**src/rtl/tcvr_pkg.sv**
```systemverilog
`timescale 1ns/1ps
package tcvr_pkg;

    localparam int unsigned TCVR_DEFAULT_W = 18;
    localparam int unsigned TCVR_PORTS     = 2;

    // control bundle for one direction
    typedef struct packed {
        logic oe_n;
        logic le;
        logic strobe;
        logic strobe_en_n;
    } dir_ctrl_t;

    typedef enum logic [1:0] {
        PATH_HOLD    = 2'd0,
        PATH_FOLLOW  = 2'd1,
        PATH_CAPTURE = 2'd2
    } path_mode_e;

    // latch enable wins over an enabled strobe edge
    function automatic path_mode_e pick_mode(input logic le, input logic fire);
        if (le)   return PATH_FOLLOW;
        if (fire) return PATH_CAPTURE;
        return PATH_HOLD;
    endfunction

endpackage

```
**src/rtl/tcvr_edge_gate.sv**
```systemverilog
`timescale 1ns/1ps
module tcvr_edge_gate (
    input  logic clk,
    input  logic rst,
    input  logic strobe,
    input  logic gate_n,
    output logic fire
);
    logic strobe_q;

    // reset arms the detector high: a strobe high at release is no edge
    always_ff @(posedge clk) begin
        if (rst) strobe_q <= 1'b1;
        else     strobe_q <= strobe;
    end

    assign fire = strobe & ~strobe_q & ~gate_n;
endmodule

```
**src/rtl/tcvr_bus_hold.sv**
```systemverilog
`timescale 1ns/1ps
module tcvr_bus_hold #(
    parameter int unsigned W = 18
) (
    input  logic         clk,
    input  logic         rst,
    input  logic [W-1:0] pin_i,
    input  logic [W-1:0] pin_drv,
    input  logic         self_oe,
    input  logic [W-1:0] self_val,
    output logic [W-1:0] level
);
    logic [W-1:0] keep_q;
    logic [W-1:0] ext;

    for (genvar i = 0; i < W; i++) begin : g_bit
        assign ext[i] = pin_drv[i] ? pin_i[i] : keep_q[i];
    end

    // while the block drives the pin, the path reads last cycle's pin level
    assign level = self_oe ? keep_q : ext;

    always_ff @(posedge clk) begin
        if (rst)          keep_q <= '0;
        else if (self_oe) keep_q <= self_val;
        else              keep_q <= ext;
    end
endmodule

```
**src/rtl/tcvr_dir_path.sv**
```systemverilog
`timescale 1ns/1ps
module tcvr_dir_path
    import tcvr_pkg::*;
#(
    parameter int unsigned W = TCVR_DEFAULT_W
) (
    input  logic         clk,
    input  logic         rst,
    input  dir_ctrl_t    ctrl,
    input  logic [W-1:0] src,
    output logic [W-1:0] dst,
    output logic         dst_oe
);
    logic       fire;
    path_mode_e mode;
    logic [W-1:0] held_q;

    tcvr_edge_gate u_edge (
        .clk    (clk),
        .rst    (rst),
        .strobe (ctrl.strobe),
        .gate_n (ctrl.strobe_en_n),
        .fire   (fire)
    );

    always_comb mode = pick_mode(ctrl.le, fire);

    always_ff @(posedge clk) begin
        if (rst)                    held_q <= '0;
        else if (mode != PATH_HOLD) held_q <= src;
    end

    assign dst    = (mode == PATH_FOLLOW) ? src : held_q;
    assign dst_oe = ~ctrl.oe_n & ~rst;
endmodule

```
**src/rtl/tcvr_universal.sv**
```systemverilog
`timescale 1ns/1ps
module tcvr_universal
    import tcvr_pkg::*;
#(
    parameter int unsigned W = TCVR_DEFAULT_W
) (
    input  logic         clk,
    input  logic         rst,
    input  logic [W-1:0] a_i,
    input  logic [W-1:0] a_drv,
    output logic [W-1:0] a_o,
    output logic         a_oe,
    input  logic [W-1:0] b_i,
    input  logic [W-1:0] b_drv,
    output logic [W-1:0] b_o,
    output logic         b_oe,
    input  logic         ab_oe_n,
    input  logic         ab_le,
    input  logic         ab_clk,
    input  logic         ab_clken_n,
    input  logic         ba_oe_n,
    input  logic         ba_le,
    input  logic         ba_clk,
    input  logic         ba_clken_n
);
    localparam int unsigned NP = TCVR_PORTS;

    // index p: port p is the source of path p; path p drives port NP-1-p
    dir_ctrl_t    ctrl    [NP];
    logic [W-1:0] pin_i   [NP];
    logic [W-1:0] pin_drv [NP];
    logic [W-1:0] level   [NP];
    logic [W-1:0] dst     [NP];
    logic         dst_oe  [NP];

    assign ctrl[0] = '{oe_n: ab_oe_n, le: ab_le, strobe: ab_clk, strobe_en_n: ab_clken_n};
    assign ctrl[1] = '{oe_n: ba_oe_n, le: ba_le, strobe: ba_clk, strobe_en_n: ba_clken_n};

    assign pin_i[0]   = a_i;
    assign pin_i[1]   = b_i;
    assign pin_drv[0] = a_drv;
    assign pin_drv[1] = b_drv;

    for (genvar p = 0; p < NP; p++) begin : g_dir
        tcvr_bus_hold #(.W(W)) u_hold (
            .clk      (clk),
            .rst      (rst),
            .pin_i    (pin_i[p]),
            .pin_drv  (pin_drv[p]),
            .self_oe  (dst_oe[NP-1-p]),
            .self_val (dst[NP-1-p]),
            .level    (level[p])
        );

        tcvr_dir_path #(.W(W)) u_path (
            .clk    (clk),
            .rst    (rst),
            .ctrl   (ctrl[p]),
            .src    (level[p]),
            .dst    (dst[p]),
            .dst_oe (dst_oe[p])
        );
    end

    assign b_o  = dst[0];
    assign b_oe = dst_oe[0];
    assign a_o  = dst[1];
    assign a_oe = dst_oe[1];
endmodule

```
**config.mk**
```make
export PLATFORM = sky130hd
export DESIGN_NAME = tcvr_universal
export DESIGN_NICKNAME = d
export VERILOG_FILES = /design/src/rtl/tcvr_pkg.sv /design/src/rtl/tcvr_edge_gate.sv /design/src/rtl/tcvr_bus_hold.sv /design/src/rtl/tcvr_dir_path.sv /design/src/rtl/tcvr_universal.sv
export SDC_FILE = /design/constraint.sdc
export NUM_CORES = 1
export LEC_CHECK = 0
export CORE_ASPECT_RATIO = 0.7
export CORE_MARGIN = 4
export CORE_UTILIZATION = 35
export CTS_BUF_LIST = sky130_fd_sc_hd__clkbuf_8
export CTS_CLUSTER_DIAMETER = 120
export DETAILED_ROUTE_END_ITERATION = 6
export GPL_TIMING_DRIVEN = 0
export RECOVER_POWER = 25
export SETUP_SLACK_MARGIN = 0.3
export SLEW_MARGIN = 40
export SYNTH_ARGS = -nofsm -noshare
export SYNTH_HDL_FRONTEND = slang
export SYNTH_SLANG_ARGS = --single-unit
```
**constraint.sdc**
```tcl
create_clock -name clk -period 1.7 [get_ports clk]
set_input_delay 0.17 -clock clk [delete_from_list [all_inputs] [get_ports clk]]
set_output_delay 0.17 -clock clk [all_outputs]
set_load 0.01 [all_outputs]
```
==> impl_metrics.json <==
{
  "crit_path_max_fanout": 10,
  "gp_routability_congestion": 0.849,
  "total_power_mw": 5.11,
  "io_buffer_count": 119,
  "timing.setup.critical_path_class": "primary input to register",
  "detailroute.via_count": 5334,
  "antenna_found_initial": 0,
  "multi_input_area_um2": 3270,
  "setup_ws_ps": 128,
  "status": "finished, final reports clean",
  "drt_pass1_iterations": 6,
  "cts.hold.buffers_added": 0,
  "areaGrowthSynthToFinish_pct": 69.5,
  "global_route_wire_length_before_repair_mm": 29.0,
  "cell_area_after_synthesis_um2": 4430,
  "nFillCells": 1016,
  "final_layout_size_suffix_gt1_share_pct": 42.5,
  "hold_viol_final": 0,
  "leakagePower_nw": 3.10,
  "finalInstanceArea_um2": 7510,
  "power_frac_comb_pct": 35.2,
  "ys.warnings.count": 0,
  "synth_cell_type_count": 25,
  "intPower_mw": 3.37,
  "finalCritPeriodShare_pct": 92.5,
  "cts.clk_slew.worst_paths_ps": 80,
  "fin_nets": 816,
  "swShare_pct": 34.1,
  "drc": 0,
  "clock-root-buffer": "clkbuf_8",
  "antenna_left": 0,
  "place_ws_ps": -996,
  "top_usage_layer": "met2",
  "drt_first_iter_violations": 486,
  "synth_commonest_cells": "dfxtp_1, nor2_1, inv_1",
  "area_enclosed_by_the_die_boundary_um2": 14500,
  "crit_arrival_ps": 1780,
  "post_drt_wl_per_cell_um": 21.4,
  "cts_buffer_depth": 2,
  "placement_rows": 34,
  "yosysSeqAreaShare_pct": 33.4,
  "cts_tree": "done",
  "synth-edff-count": 0,
  "cts.sinks": 74,
  "switching_power_mw": 1.74,
  "slew_violations": 0,
  "detailed_place_hpwl_mm": 12.2,
  "gr-total-overflow": 0,
  "synthesis.nets": 610,
  "grt_util_met3_pct": 6.97,
  "grt_use_met2_pct": 40.7,
  "finalWirelength_mm": 19.3,
  "floorplan.io_pins": 120,
  "core-area_um2": 12400,
  "power_density_nw_per_um2": 681,
  "die_height_um": 102,
  "grt_start_max_net_pins": 13,
  "synthCells": 528,
  "hold-path-cell-count": 4,
  "synth_top_area_share_pct": 33.4,
  "power.ir.vdd_worst_uv": 383,
  "synth_top_cell_by_area": "dfxtp_1",
  "min_path_type": "primary input to register",
  "rsz0062_at_grt": "true",
  "max-slew-margin-rel_pct": 46.9,
  "synth_seq_cells": 74,
  "cts_htree_levels": 3,
  "diode_count": 0,
  "startpoint_type": "primary input",
  "vias_in_the_first_global_route": 5266,
  "tightestPinTransition_ps": 796,
  "placed_cell_area_um2": 5820,
  "critPathCaptureType": "register",
  "detailed_route_vias_per_instance": 5.92,
  "floorplan.initialDensity_pct": 35.8,
  "cap_viol_max_count": 0,
  "reg2reg_path_depth": 8,
  "ff2ff_setup_slack_ps": 240,
  "synth.top_cells.by_area": "dfxtp_1, a221oi_2, a211oi_1, a22oi_1, nor2_1",
  "clock_network_fraction_of_design_power_pct": 25.8,
  "share_seq_of_total_power_pct": 39.0,
  "layout.area.seq_um2": 1490,
  "grt_use_total_pct": 26.0,
  "setup_violations": 0,
  "fin_crit_ps": 1570,
  "cts_buffers": 9,
  "global_route.usage.met1_pct": 35.4,
  "max_clock_freq_mhz": 636,
  "chipWidth_um": 142,
  "post-synth-top-count-cell": "dfxtp_1",
  "postSynthAreaPerCell_um2": 8.39,
  "synth_flop_cell": "dfxtp_1",
  "share_of_synthesized_registers_carrying_an_async_set_or_reset_pct": 0,
  "clkLatencyLatePin_ps": 370,
  "timing.critical_path.required_ps": 1910,
  "final.setup_skew_ps": 17.3
}
[kinds of logic (layout without fill, tap and decap cells)]
| family | Yosys count | after routing | synth area share, % |
|---|---|---|---|
| flip-flops | 74 | 74 | 33.4 |
| buffers and inverters | 84 | 295 | 9.83 |
| AO/OA/AOI/OAI | 216 | 216 | 39.5 |
| AND/OR/NAND/NOR | 154 | 154 | 17.2 |
[what timing repair did]
item,CTS,global route
gates cloned,4,0
setup buffers,65,7
pin swaps,76,29
resized for setup,425,45
endpoints found under the setup margin,110,56
[worst max-delay path: stages]
cell and delay, ps:
buf_6 100, clkbuf_4 270, nand2b_1 140, clkbuf_2 260, clkbuf_1 620, o32ai_1 220
[worst paths after layout]
| path | from | end |
|---|---|---|
| setup / recovery | rst | g_dir[0].u_hold.keep_q[12] |
| hold / removal | b_drv[12] | g_dir[1].u_hold.keep_q[12] |
| hold reg to reg | g_dir[1].u_hold.keep_q[1] | g_dir[1].u_hold.keep_q[1] |
| setup reg to reg | g_dir[0].u_hold.keep_q[1] | g_dir[1].u_hold.keep_q[1] |
[registers in the layout, summed over array words and instances, names as in the netlist]
name and count:
g_dir.u_path.u_edge.strobe_q 2, g_dir.u_hold.keep_q 36, g_dir.u_path.held_q 36
[routing by layer]
layer | vias up | wire [um]
li1 | 2422 | -
met4 | 0 | 349
met2 | 314 | 8650
met1 | 2565 | 8190
met5 | - | 0
met3 | 33 | 2080
[power by group through the flow]
stage / Combinational, mW / Clock, mW / Sequential (mW)
floorplan: 0.719 / 0 / 1.98
global placement: 1.30 / 0 / 1.99
detailed placement: 1.32 / 0 / 2.00
CTS: 1.71 / 1.31 / 1.98
global route: 1.91 / 1.38 / 2.01
finish: 1.80 / 1.32 / 2.00
[cell type report]
cell class	count	share of cell area (%)
Multi-Input combinational cell	370	43.5
Timing Repair Buffer	195	22.6
Sequential cell	74	19.8
Buffer	44	6.65
Tap cell	162	2.70
Inverter	40	2.33
Clock buffer	11	2.02
Clock inverter	5	0.417
[stage by stage]
stage                     TNS (ps)  util [%]  instances  hold WS [ps]
after global routing             0      60.7        901           223
after global placement      -49360      47.0        809           525
final                            0      60.7        901           207
after detailed placement    -50640      47.0        809           537
after floorplan                  0         -        528           274
after CTS                        0      59.3        894           307
[layout by cell type (no fill, tap or decap), types with 2 or more instances in the layout]
master and count:
dfxtp_2 5, clkdlybuf4s50_1 39, or2_1 2, clkinv_8 2, buf_16 7, clkbuf_2 2
clkinvlp_4 2, nor2_1 58, or2_4 2, clkbuf_4 9, a211oi_2 3, dlymetal6s2s_1 10
buf_2 43, buf_8 5, dlygate4sd2_1 27, buf_12 7, inv_1 40, a221oi_4 35
nor3_1 36, o32ai_1 26, clkbuf_8 13, or2_2 2, a211oi_1 33, a21oi_1 36
clkbuf_16 2, o21ai_2 36, o32ai_2 10, nand2b_1 2, nor2_2 14, buf_6 12
clkbuf_1 8, buf_4 63, nor3b_4 2, a22oi_1 36, and2_4 35, dfxtp_1 69
Note: power is estimated with default switching activity, not from simulation.
